[src/rtl/bea_pkg.sv]
package bea_pkg;

    typedef enum logic [2:0] {
        AM_DIRECT     = 3'd0,
        AM_DIRECT_IDX = 3'd1,
        AM_ABS        = 3'd2,
        AM_ABS_IDX    = 3'd3,
        AM_LONG       = 3'd4,
        AM_LONG_IDX   = 3'd5,
        AM_STACK      = 3'd6,
        AM_RSVD       = 3'd7
    } amode_e;

endpackage

[src/rtl/bea_index_sel.sv]
module bea_index_sel #(
    parameter int unsigned OFS_W   = 16,
    parameter int unsigned SHORT_W = 8
) (
    input  logic [OFS_W-1:0] x_reg_i,
    input  logic [OFS_W-1:0] y_reg_i,
    input  logic             use_y_i,
    input  logic             wide_i,
    output logic [OFS_W-1:0] idx_o
);

    logic [OFS_W-1:0] src;

    assign src = use_y_i ? y_reg_i : x_reg_i;

    // Bits below SHORT_W always pass; upper bits pass only in wide mode.
    for (genvar b = 0; b < OFS_W; b++) begin : g_bit
        if (b < SHORT_W) begin : g_low
            assign idx_o[b] = src[b];
        end else begin : g_high
            assign idx_o[b] = src[b] & wide_i;
        end
    end

endmodule

[src/rtl/bea_sum_unit.sv]
module bea_sum_unit
    import bea_pkg::*;
#(
    parameter int unsigned OFS_W   = 16,
    parameter int unsigned BANK_W  = 8,
    parameter int unsigned SHORT_W = 8,
    localparam int unsigned EA_W   = OFS_W + BANK_W
) (
    input  amode_e            mode_i,
    input  logic [EA_W-1:0]   operand_i,
    input  logic [OFS_W-1:0]  idx_i,
    input  logic [OFS_W-1:0]  sp_i,
    input  logic [OFS_W-1:0]  dp_i,
    input  logic [BANK_W-1:0] dbr_i,
    output logic [EA_W-1:0]   ea_o,
    output logic              extra_o
);

    localparam logic [BANK_W-1:0] BANK_ZERO = '0;

    logic [OFS_W-1:0] short_ext;
    logic [EA_W-1:0]  idx_ext;
    logic [EA_W-1:0]  abs_base;
    logic [OFS_W-1:0] dp_sum;
    logic [OFS_W-1:0] dpx_sum;
    logic [OFS_W-1:0] sp_sum;
    logic             dp_misaligned;

    assign short_ext     = {{(OFS_W-SHORT_W){1'b0}}, operand_i[SHORT_W-1:0]};
    assign idx_ext       = {BANK_ZERO, idx_i};
    assign abs_base      = {dbr_i, operand_i[OFS_W-1:0]};
    assign dp_sum        = dp_i + short_ext;
    assign dpx_sum       = dp_sum + idx_i;
    assign sp_sum        = sp_i + short_ext;
    assign dp_misaligned = |dp_i[SHORT_W-1:0];

    always_comb begin
        ea_o    = '0;
        extra_o = 1'b0;
        unique case (mode_i)
            AM_DIRECT: begin
                ea_o    = {BANK_ZERO, dp_sum};
                extra_o = dp_misaligned;
            end
            AM_DIRECT_IDX: begin
                ea_o    = {BANK_ZERO, dpx_sum};
                extra_o = dp_misaligned;
            end
            AM_ABS:      ea_o = abs_base;
            AM_ABS_IDX:  ea_o = abs_base + idx_ext;
            AM_LONG:     ea_o = operand_i;
            AM_LONG_IDX: ea_o = operand_i + idx_ext;
            AM_STACK:    ea_o = {BANK_ZERO, sp_sum};
            AM_RSVD: begin
                ea_o    = '0;
                extra_o = 1'b0;
            end
        endcase
    end

endmodule

[src/rtl/bank_ea_gen.sv]
module bank_ea_gen
    import bea_pkg::*;
#(
    parameter int unsigned OFS_W   = 16,
    parameter int unsigned BANK_W  = 8,
    parameter int unsigned SHORT_W = 8,
    localparam int unsigned EA_W   = OFS_W + BANK_W
) (
    input  logic              clk,
    input  logic              rst_n,
    input  logic [2:0]        mode_i,
    input  logic              use_y_i,
    input  logic              idx_wide_i,
    input  logic [EA_W-1:0]   operand_i,
    input  logic [OFS_W-1:0]  x_reg_i,
    input  logic [OFS_W-1:0]  y_reg_i,
    input  logic [OFS_W-1:0]  sp_i,
    input  logic [OFS_W-1:0]  dp_i,
    input  logic [BANK_W-1:0] dbr_i,
    output logic [EA_W-1:0]   ea_o,
    output logic              extra_cyc_o
);

    logic [OFS_W-1:0] idx;
    logic [EA_W-1:0]  ea_next;
    logic             extra_next;

    bea_index_sel #(
        .OFS_W   (OFS_W),
        .SHORT_W (SHORT_W)
    ) u_idx (
        .x_reg_i (x_reg_i),
        .y_reg_i (y_reg_i),
        .use_y_i (use_y_i),
        .wide_i  (idx_wide_i),
        .idx_o   (idx)
    );

    bea_sum_unit #(
        .OFS_W   (OFS_W),
        .BANK_W  (BANK_W),
        .SHORT_W (SHORT_W)
    ) u_sum (
        .mode_i    (amode_e'(mode_i)),
        .operand_i (operand_i),
        .idx_i     (idx),
        .sp_i      (sp_i),
        .dp_i      (dp_i),
        .dbr_i     (dbr_i),
        .ea_o      (ea_next),
        .extra_o   (extra_next)
    );

    always_ff @(posedge clk or negedge rst_n) begin
        if (!rst_n) begin
            ea_o        <= '0;
            extra_cyc_o <= 1'b0;
        end else begin
            ea_o        <= ea_next;
            extra_cyc_o <= extra_next;
        end
    end

endmodule

[config.mk]
export PLATFORM = sky130hd
export DESIGN_NAME = bank_ea_gen
export DESIGN_NICKNAME = d
export VERILOG_FILES = /design/src/rtl/bea_pkg.sv /design/src/rtl/bea_index_sel.sv /design/src/rtl/bea_sum_unit.sv /design/src/rtl/bank_ea_gen.sv
export SDC_FILE = /design/constraint.sdc
export NUM_CORES = 1
export LEC_CHECK = 0
export BUFFER_PORTS_ARGS = -buffer_cell sky130_fd_sc_hd__buf_2
export CORE_MARGIN = 2
export CORE_UTILIZATION = 45
export CTS_CLUSTER_SIZE = 28
export DETAILED_ROUTE_END_ITERATION = 10
export MAX_ROUTING_LAYER = met4
export PLACE_DENSITY_LB_ADDON = 0.08
export SYNTH_ARGS = -nofsm -noshare
export SYNTH_HDL_FRONTEND = slang
export SYNTH_HIERARCHICAL = 1
export SYNTH_SLANG_ARGS = --single-unit
[constraint.sdc]
create_clock -name clk -period 0.9 [get_ports clk]
set_clock_uncertainty 0.15 [all_clocks]
set_input_delay 0.18 -clock clk [delete_from_list [all_inputs] [get_ports clk]]
set_output_delay 0.18 -clock clk [all_outputs]
set_load 0.03 [all_outputs]
**Yosys cells after proc, flatten, opt, wreduce, memory -nomap -nowiden**

Index checks and enable logic that the tools add are counted.

- Add/sub/neg operators: 5
- Multipliers: 0
- Div/mod/pow operators: 0
- Order comparisons: 0
- Equality and inequality tests: 7
- Shift operators: 0
- Mux-type cells: 3
- Bitwise logic cells: 8
- Reduce and logical (&&, ||, !) cells: 3

Operators with widths:

| kind | number |
|---|---|
| one-hot mux 24 bit (8 select lines) | 1 |
| adder 24 x 16 -> 24 bit | 2 |
| adder 16 x 8 -> 16 bit | 2 |
| adder 16 bit | 1 |
| two-way mux 16 bit | 1 |
| == test 3 bit, second input constant | 4 |
| bitwise AND 1 bit | 8 |
| OR reduction 8 bit | 1 |
| == test 3 x 2 -> 1 bit, second input constant | 2 |
| == test 3 x 1 -> 1 bit, second input constant | 1 |
| logical NOT 3 bit | 1 |
| OR reduction 2 bit | 1 |
| two-way mux 1 bit | 1 |

- Register bits after elaboration: 25
- Bits in latches: 0
- Bits in writable memories: 0
- ROM bits: 0
- Input bits: 103
- Output and inout port bits: 25
- Word-level logic and storage cells: 28
- Memories kept: 0

**Depth between registers and ports, before layout**

Gate-level depths: netlist of the first run.

- Word-level depth: 4
- Gate-level depth with buffers: 15
- Gate-level depth less buffers: 15

**Hierarchy**

Netlist of the first run, hierarchy kept.

Modules (own cells, without submodules):

| module | instances | cells an instance | area an instance (sq um) | seq. area each (sq um) |
|---|---|---|---|---|
| bea_sum_unit | 1 | 522 | 3577.2 | 0.0 |
| bank_ea_gen | 1 | 25 | 625.6 | 625.6 |
| bea_index_sel | 1 | 26 | 281.5 | 0.0 |

**Least setup slack after synthesis of the first run**

OpenSTA, ideal clock, no wires.

- Kind: input-to-reg
- Start: input port operand_i[0]
- End: register ea_o[13]
- Library setup time: 0.094 ns
- Data arrival time: 3.171 ns
- Required time: 0.656 ns
- Slack: -2.515 ns
- Stages on the path: 15
- Cells stage by stage: ha_1 -> fa_1 -> a21o_1 -> a211oi_1 -> o21ai_0 -> nand2_1 -> xnor2_1 -> ha_1 -> a21oi_1 -> nand2_1 -> o2111ai_1 -> a21oi_1 -> o21a_1 -> o32a_1 -> a211oi_1

- Cells in the longest elaborated chain, start to end: 3
- Elaborated cells on any way between the ends: 6
- Those cells by class: add/sub: 5; mux: 1

Ends and longest elaborated chain:

| what | RTL line | RTL |
|---|---|---|
| start, declared | bank_ea_gen.sv:14 | `input logic [EA_W-1:0] operand_i,` |
| adder 16 x 8 -> 16 bit | bea_sum_unit.sv:32 | `assign dp_sum = dp_i + short_ext;` |
| adder 16 bit | bea_sum_unit.sv:33 | `assign dpx_sum = dp_sum + idx_i;` |
| one-hot mux 24 bit (8 select lines) * | bea_sum_unit.sv:40 | `unique case (mode_i)` |
| via ea_next[13] | bank_ea_gen.sv:25 | `logic [EA_W-1:0] ea_next;` |
| end signal, assigned | bank_ea_gen.sv:59 | `ea_o <= ea_next;` |
| end, declared | bank_ea_gen.sv:20 | `output logic [EA_W-1:0] ea_o,` |

The timed path passes the listed nets; every way through them passes the cells marked *.

**Worst setup path in the final report of the first run**

- Start: input port operand_i[0]
- End: register ea_o[11]

Same word-level chain as after synthesis.

==> results of run 1 <==
==> power by group through the flow <==
stage	Clock (W)	Sequential, W	Combinational [W]
after floorplan	0	0.00169	0.00280
after global placement	0	0.00135	0.00543
after detailed placement	0	0.00136	0.00556
after CTS	0.000790	0.00137	0.00665
after global routing	0.000837	0.00140	0.00801
final	0.000786	0.00139	0.00764
==> cells in the mapped netlist (all sizes together) (12+ instances only) <==
| cell | count |
|---|---|
| a21o | 15 |
| o21ai | 36 |
| inv | 15 |
| dfrtp | 25 |
| nor3 | 12 |
| nand4 | 15 |
| xor2 | 22 |
| a21oi | 49 |
| clkbuf | 13 |
| nand3 | 19 |
| nand2 | 44 |
| mux2i | 15 |
| nor2b | 14 |
| o211ai | 14 |
| nor2 | 53 |
| xnor2 | 25 |
| ha | 49 |
==> worst max-delay path by stage <==
stage                to  depth (start not counted)
2_1_floorplan  ea_o[13]                         15
3_3_place_gp   ea_o[15]                         17
3_5_place_dp   ea_o[15]                         16
4_1_cts        ea_o[13]                         16
5_1_grt        ea_o[11]                         18
6_report       ea_o[11]                         18
==> placed cells by master, fill, tap and decap left out, types with 8 or more instances in the layout <==
cell type  instances
xor2_1            19
buf_6             56
a21o_1            14
nand2_1           38
mux2_4             8
a21oi_1           26
o211ai_1          14
a21oi_2           17
nor2_1            46
nand4_1           15
ha_4              16
o21ai_0           20
ha_1              31
dfrtp_1           25
inv_1             14
nor3_1             9
xnor2_1           17
xnor2_2            8
a211oi_2           8
buf_2             97
nand3_1           17
buf_4            236
mux2i_1           12
o21ai_2            8
==> state kept, by name (all words and copies together), names as in the netlist <==
| name | cells |
|---|---|
| extra_cyc_o | 1 |
| ea_o | 24 |
==> stage by stage <==
stage	setup TNS (ps)	utilization [%]	setup WS [ps]	total power, W
after detailed placement	-50740	73.4	-2710	0.00692
after CTS	-46030	82.0	-2240	0.00881
after global routing	-51640	86.2	-2550	0.0102
final	-50010	86.2	-2510	0.00982
after global placement	-49540	73.4	-2590	0.00679
after floorplan	-40850	-	-2270	0.00449
==> metal layers <==
layer  vias to the layer above  wire, um  GRT usage (%)  share of wire [%]
li1                       2936         -              -                  -
met4                         0      1240           8.59                5.7
met2                       410     10400           64.4                 47
met3                       112      1700           3.34                7.8
met5                         -         0              -                  0
met1                      3037      8550           46.5                 39
==> final cells by class <==
cell class,count,share of cell area (%)
inverters,15,0.672
well taps,133,1.98
flip-flops and latches,25,7.46
clock inverters,1,0.0597
repair buffers,395,35.6
multi-input cells,514,53.8
clock buffers,3,0.492
==> worst max-delay path: stages <==
cell,delay [ps]
buf_8,100
ha_4,160
fa_2,340
a21o_1,210
a211oi_2,280
nor2_1,90
nor2_1,180
xnor2_1,200
ha_2,370
nor2_4,90
o31ai_4,320
o2111ai_4,180
buf_4,170
buf_4,130
nand2_4,50
xnor2_2,110
o22ai_1,90
o22a_1,180
==> logic make-up (layout without fill, tap and decap cells) <==
family                     count (synthesis)  in the layout  share of synthesized area [%]
buffers and inverters                     34            414                           3.68
DFF                                       25             25                           14.0
and+or+nand+nor                          193            193                           21.5
xor gates and xnor gates                  47             47                           9.18
AOI/OAI and AO/OA                        197            197                           29.9
adders and majority gates                 53             53                           15.5
muxes                                     24             24                           6.28
==> timing repair <==
item	in CTS	in global routing
hold buffers	1	0
endpoints found under the setup margin	50	50
endpoints found under the hold margin	25	0
pin swaps	60	69
resized for setup	138	63
buffers inserted	39	16
gates cloned	0	0
==> results.tsv, run 1 <==
stage	metric	value	unit
run_status	run_status	finished with violations	
run_status	violations	negative setup slack	
detailed_routing	via_count	6495	
die	die_area	10800	sq um
detailed_routing	remaining_drc_errors	0	
die	core-area	9730	sq um
sta	setup_violations	49	
sta	slew_headroom	69.5	%
power	clkPwrFrac	8.0	%
placement	place_inst	1041	
sta	fmax	293	MHz
power	swShare	44.6	%
die	rows	36	
sta	worst_slack	-2510	ps
power	cell_internal_pwr	0.00544	W
die	die_y	104	um
synthesis	ys_ff_latch	25	
hold_path	hold_path.class	primary input to flop	
detailed_routing	finalWirelength	21900	um
sta	fin_crit	3410	ps
sta	finalMaxSlewViolations	0	
worst_setup_path	cp-end-kind	flop	
hold_path	whs_path_depth	3	
detailed_routing	wl_per_cell	20.1	um
synthesis	syn_nets	729	
synthesis	synth_seq_area_share	14.0	%
placement	globalplace.congestion	0.956	
sta	tightest_slew	451	ps
die	io_pins	128	
final_layout	fin_nets	1110	
clock_network	numCtsBuffers	3	
final_layout	drive_above_1_share	56.2	%
detailed_routing	firstDrtPassIters	5	
worst_setup_path	crit_required	930	ps
synthesis	synthArstFlopShare	100	%
global_route	track_usage	37.0	%
power	pwr-share-comb	77.9	%
hold_path	worstHoldStart	dp_i[0]	
global_route	grt_antenna_before_repair	0	
synthesis	synth.area.top_cells	dfrtp_1 14%, ha_1 14%, a21oi_1 5.5%	
power	p_leak	4.00	nW
power	power.switching	0.00438	W
global_route	grt-ovfl-total	0	
synthesis	synth_cell_types	67	
final_layout	post-route-cell-area	8380	sq um
power	pwr-share-seq	14.1	%
worst_setup_path	startpoint	operand_i[0]	
global_route	grt_pass1_wl	31200	um
die	start_util	46.1	%
placement	hpwl	14600	um
detailed_routing	drtIter0Drc	597	
synthesis	synthCells	573	
global_route	grt_max_degree	26	
clock_network	cts_sinks	25	
detailed_routing	avgViaCountPerCell	5.98	
sta	hold_violations	0	
job	maxCapViolations	0	
clock_network	clock_path_buffers	2	
worst_setup_path	critPathKind	primary input to flop	
synthesis	synth-edff-count	0	
clock_network	clk_pin_slew	110	ps
die	dieWidth	104	um
final_layout	n_antenna_cell	0	
clock_network	cts-root-buf	clkbuf_8	
synthesis	ys.flop_type	dfrtp_1	
synthesis	ys.warnings.count	6	
clock_network	tritoncts	built	
power	power_per_cell_area	1170	nW/um^2
sta	hold_ws	26.2	ps
detailed_routing	ant_nets	0	
final_layout	area_growth_syn_to_layout	87.0	%
placement	portBuffers	127	
placement	placed_cell_area	7140	sq um
final_layout	fillCellCount	571	
worst_setup_path	startpoint_type	primary input	
final_layout	multi_input_comb_area	4510	sq um
sta	grt_setup_unrepaired	yes	
clock_network	htreeDepth	1	
sta	fin_crit_sh	379	%
synthesis	synth_top_area_share	14.0	%
synthesis	synth_top_area_cell	dfrtp_1	
synthesis	avgSynthCellArea	7.83	sq um
global_route	grt_pass1_vias	6203	
synthesis	syn_area	4480	sq um
final_layout	final_cells	1086	
worst_setup_path	critPathMaxFanout	4	
hold_path	worst_hold_path.endpoint	extra_cyc_o	
final_layout	seqCellArea	626	sq um
worst_setup_path	worst_ep_arrival_time	3450	ps
power	irDropWorstVdd	0.000804	V
(Power assumes the default switching activity.)
==> run 2, diff against run 1 <==
SYNTH_HIERARCHICAL = not set   (was 1)
==> run 2 against run 1 <==
  * The run ends with negative hold slack, negative setup slack left
  * Die area is 1.2% lower
  * Cell area is 5.5% lower
  * Final cell count is 4.1% lower
  * Global-route usage is 2.4 points lower
  * Total power is 8.5% lower
  * Sequential power hardly changed
  * Count of clock-buffer cells in the layout stayed put
  * Routed wire length is 11% lower
  * Non-clock buffer count is 38 lower
  * Combinational power is 12% lower
  * Utilization is 4.0 points lower
  * Fmax is 4.0% higher
  * Critical endpoint is now ea_o[15]
  * Largest cell class unchanged
==> results.tsv, run 2 <==
stage	metric	value	unit	change
run_status	run_status	finished with violations		
run_status	violations	negative hold slack, negative setup slack		
final_layout	final_cells	1042		-4.1%
die	start_util	45.9	%	-0.15 points
sta	tightest_slew	369	ps	-82.5 ps
worst_setup_path	critPathKind	primary input to flop		
final_layout	drive_above_1_share	53.9	%	-2.3 points
final_layout	largest_register_ffs	24		unchanged
sta	hold_ws	-5.41	ps	-31.6 ps
synthesis	synth_xor_area_share	12.3	%	+3.1 points
worst_setup_path	path_depth	20		+2
synthesis	ys_ff_latch	25		unchanged
detailed_routing	wl_per_cell	18.8	um	-6.7%
sta	finalMaxSlewViolations	0		unchanged
power	irDropWorstVdd	0.000934	V	+16%
synthesis	synth_mux_area_share	6.16	%	-0.12 points
clock_network	tritoncts	built		
final_layout	seqCellArea	626	sq um	unchanged
synthesis	ys.warnings.count	0		-6
worst_setup_path	crit_path_end	ea_o[15]		
synthesis	synthTopCellsByCount	49 x ha_1, 47 x nor2_1, 46 x nand2_1		
placement	place_inst	1002		-3.7%
final_layout	n_antenna_cell	0		unchanged
die	rows	36		unchanged
global_route	grt_antenna_before_repair	0		unchanged
sta	slew_headroom	75.3	%	+5.7 points
detailed_routing	firstDrtPassIters	5		unchanged
die	dieWidth	103	um	-0.61%
final_layout	regMostFlops	ea_o		
synthesis	syn_area	4430	sq um	-1.3%
synthesis	synth_top_area_cell	dfrtp_1		
sta	grt_setup_unrepaired	yes		
die	die_area	10600	sq um	-1.2%
placement	portBuffers	127		unchanged
placement	globalplace.congestion	0.910		-4.8%
detailed_routing	ant_nets	0		unchanged
synthesis	synthCells	570		-0.52%
sta	worst_slack	-2380	ps	+130 ps
detailed_routing	drtIter0Drc	349		-42%
global_route	grt_pass1_wl	27600	um	-12%
global_route	grt-ovfl-total	0		unchanged
hold_path	hold_path.class	primary input to flop		
die	die_y	103	um	-0.61%
final_layout	final_cell_mix	208 x buf_4, 98 x buf_2, 43 x buf_6		
job	maxCapViolations	0		unchanged
synthesis	synth_simple_gate_area_share	20.1	%	-1.5 points
sta	fin_crit	3280	ps	-130 ps
final_layout	multi_input_comb_area	4350	sq um	-3.6%
worst_setup_path	crit_required	950	ps	+20 ps
clock_network	clk_pin_slew	130	ps	+20 ps
clock_network	clock_path_buffers	2		unchanged
synthesis	synth_cell_types	67		unchanged
final_layout	area_growth_syn_to_layout	78.9	%	
synthesis	synth.area.top_cells	dfrtp_1 14%, ha_1 14%, xnor2_1 8.1%		
global_route	track_usage	34.6	%	-2.4 points
worst_setup_path	cp.buffers_inverters	3		unchanged
power	power_per_cell_area	1130	nW/um^2	-3.2%
synthesis	synthArstFlopShare	100	%	unchanged
synthesis	yosysMostFrequentCell	ha_1		
final_layout	fin_nets	1066		-4.0%
worst_setup_path	path_cells	buf_8 -> ha_4 -> fa_2 -> a21o_1 -> a21oi_4 -> o21bai_4 -> a31o_4 -> a21oi_4 -> buf_12 -> buf_6 -> or3_4 -> nand2_4 -> ha_4 -> nand2_4 -> a211oi_4 -> o21ai_4 -> a31oi_2 -> xor2_1 -> a21oi_1 -> a2bb2oi_1		
final_layout	reg_top3	ea_o x24, extra_cyc_o x1		
sta	fin_crit_sh	365	%	-14 points
placement	hpwl	13800	um	-5.7%
synthesis	synth-edff-count	0		unchanged
synthesis	synth_seq_area_share	14.1	%	+0.18 points
synthesis	synth_top_family_by_area	compound AO/OA/AOI/OAI gates		
synthesis	ys.flop_type	dfrtp_1		
final_layout	layout_commonest_cell	buf_4		
sta	fmax	304	MHz	+4.0%
sta	hold_violations	1		+1
synthesis	synth_top_area_share	14.1	%	+0.18 points
detailed_routing	finalWirelength	19600	um	-11%
clock_network	cts_sinks	25		unchanged
detailed_routing	remaining_drc_errors	0		unchanged
global_route	grt_max_degree	32		+23%
worst_setup_path	cpPeakStageDelay	350	ps	-20 ps
worst_setup_path	crit_family	compound AO/OA/AOI/OAI gates		
detailed_routing	avgViaCountPerCell	5.70		-4.7%
die	io_pins	128		unchanged
worst_setup_path	cp-end-kind	flop		
synthesis	syn_nets	726		-0.41%
synthesis	synth_compound_area_share	27.7	%	-2.2 points
detailed_routing	via_count	5940		-8.5%
final_layout	fillCellCount	626		+9.6%
power	p_leak	3.71	nW	-7.3%
worst_setup_path	critPathMaxFanout	3		-1
clock_network	numCtsBuffers	3		unchanged
worst_setup_path	startpoint	operand_i[0]		
worst_setup_path	cp_slowest_cell	fa_2		
worst_setup_path	worst_ep_arrival_time	3330	ps	-120 ps
synthesis	avgSynthCellArea	7.77	sq um	-0.74%
global_route	grt_pass1_vias	5675		-8.5%
synthesis	synth_fa_ha_area_share	15.7	%	+0.20 points
worst_setup_path	startpoint_type	primary input		
clock_network	cts-root-buf	clkbuf_8		
sta	setup_violations	49		unchanged
clock_network	htreeDepth	1		unchanged
die	core-area	9640	sq um	-0.93%
run 2: changes by cell type in the layout (fill, tap and decap cells not counted), sizes merged, moves of 4 or more:
cell	previous run	this run
a21o	15	11
a21oi	49	45
a31oi	3	9
buf	394	356
nand4	15	7
nor2	53	47
o2111ai	4	0
o211ai	14	7
o21ai	36	40
o31ai	5	0
xnor2	25	41
run 2: cell type report:
| class | instances | share of cell area, % |
|---|---|---|
| multi-input cells | 505 | 54.9 |
| repair buffers | 357 | 33.7 |
| flip-flops and latches | 25 | 7.90 |
| well taps | 133 | 2.10 |
| inverters | 18 | 0.853 |
| clock buffers | 3 | 0.521 |
| clock inverters | 1 | 0.0948 |
run 2: how the worst min path moves through the flow:
stage	to	depth (start not counted)	startpoint	slack (ps)
CTS	ea_o[23]	3	dbr_i[7]	-10
global route	ea_o[23]	3	dbr_i[7]	20
detailed placement	ea_o[15]	2	rst_n	-5
finish	ea_o[23]	3	dbr_i[7]	-5
global placement	ea_o[15]	2	rst_n	-7
floorplan	ea_o[0]	0	rst_n	-270
run 2: cell families after synthesis:
group,count (synthesis)
AOI/OAI and AO/OA,182
and+or+nand+nor,181
xor gates and xnor gates,62
adders and majority gates,53
buffers and inverters,41
muxes,26
DFF,25
run 2: stage by stage:
stage | power [W] | TNS, ps | setup WS (ps) | area (sq um) | util [%]
after floorplan | 0.00445 | -41980 | -2270 | 4720 | -
after global placement | 0.00654 | -51520 | -2790 | 6850 | 71.0
after detailed placement | 0.00665 | -52620 | -2860 | 6850 | 71.0
after CTS | 0.00825 | -49700 | -2380 | 7450 | 77.3
after global routing | 0.00946 | -53120 | -2530 | 7920 | 82.2
final | 0.00898 | -50560 | -2380 | 7920 | 82.2
run 2: metal layers:
layer  vias up  part of all wire (%)  GRT usage, %
met3        60                   4.9          2.96
met4         0                   4.1          11.8
li1       2791                     -             -
met2       236                    50          59.0
met5         -                     0             -
met1      2853                    41          43.1
run 2: report_power, final:
part           internal [W]  total, W  switching [W]
logic               0.00340   0.00674        0.00334
registers           0.00129   0.00139      0.0000957
clock network      0.000319  0.000850       0.000531
run 2: timing repair:
item | CTS | global route
buffers inserted | 18 | 21
pin swaps | 82 | 56
gates cloned | 0 | 1
gates resized for setup | 117 | 66
hold buffers | 1 | 0
hold endpoints to repair | 26 | 0
endpoints found under the setup margin | 49 | 50
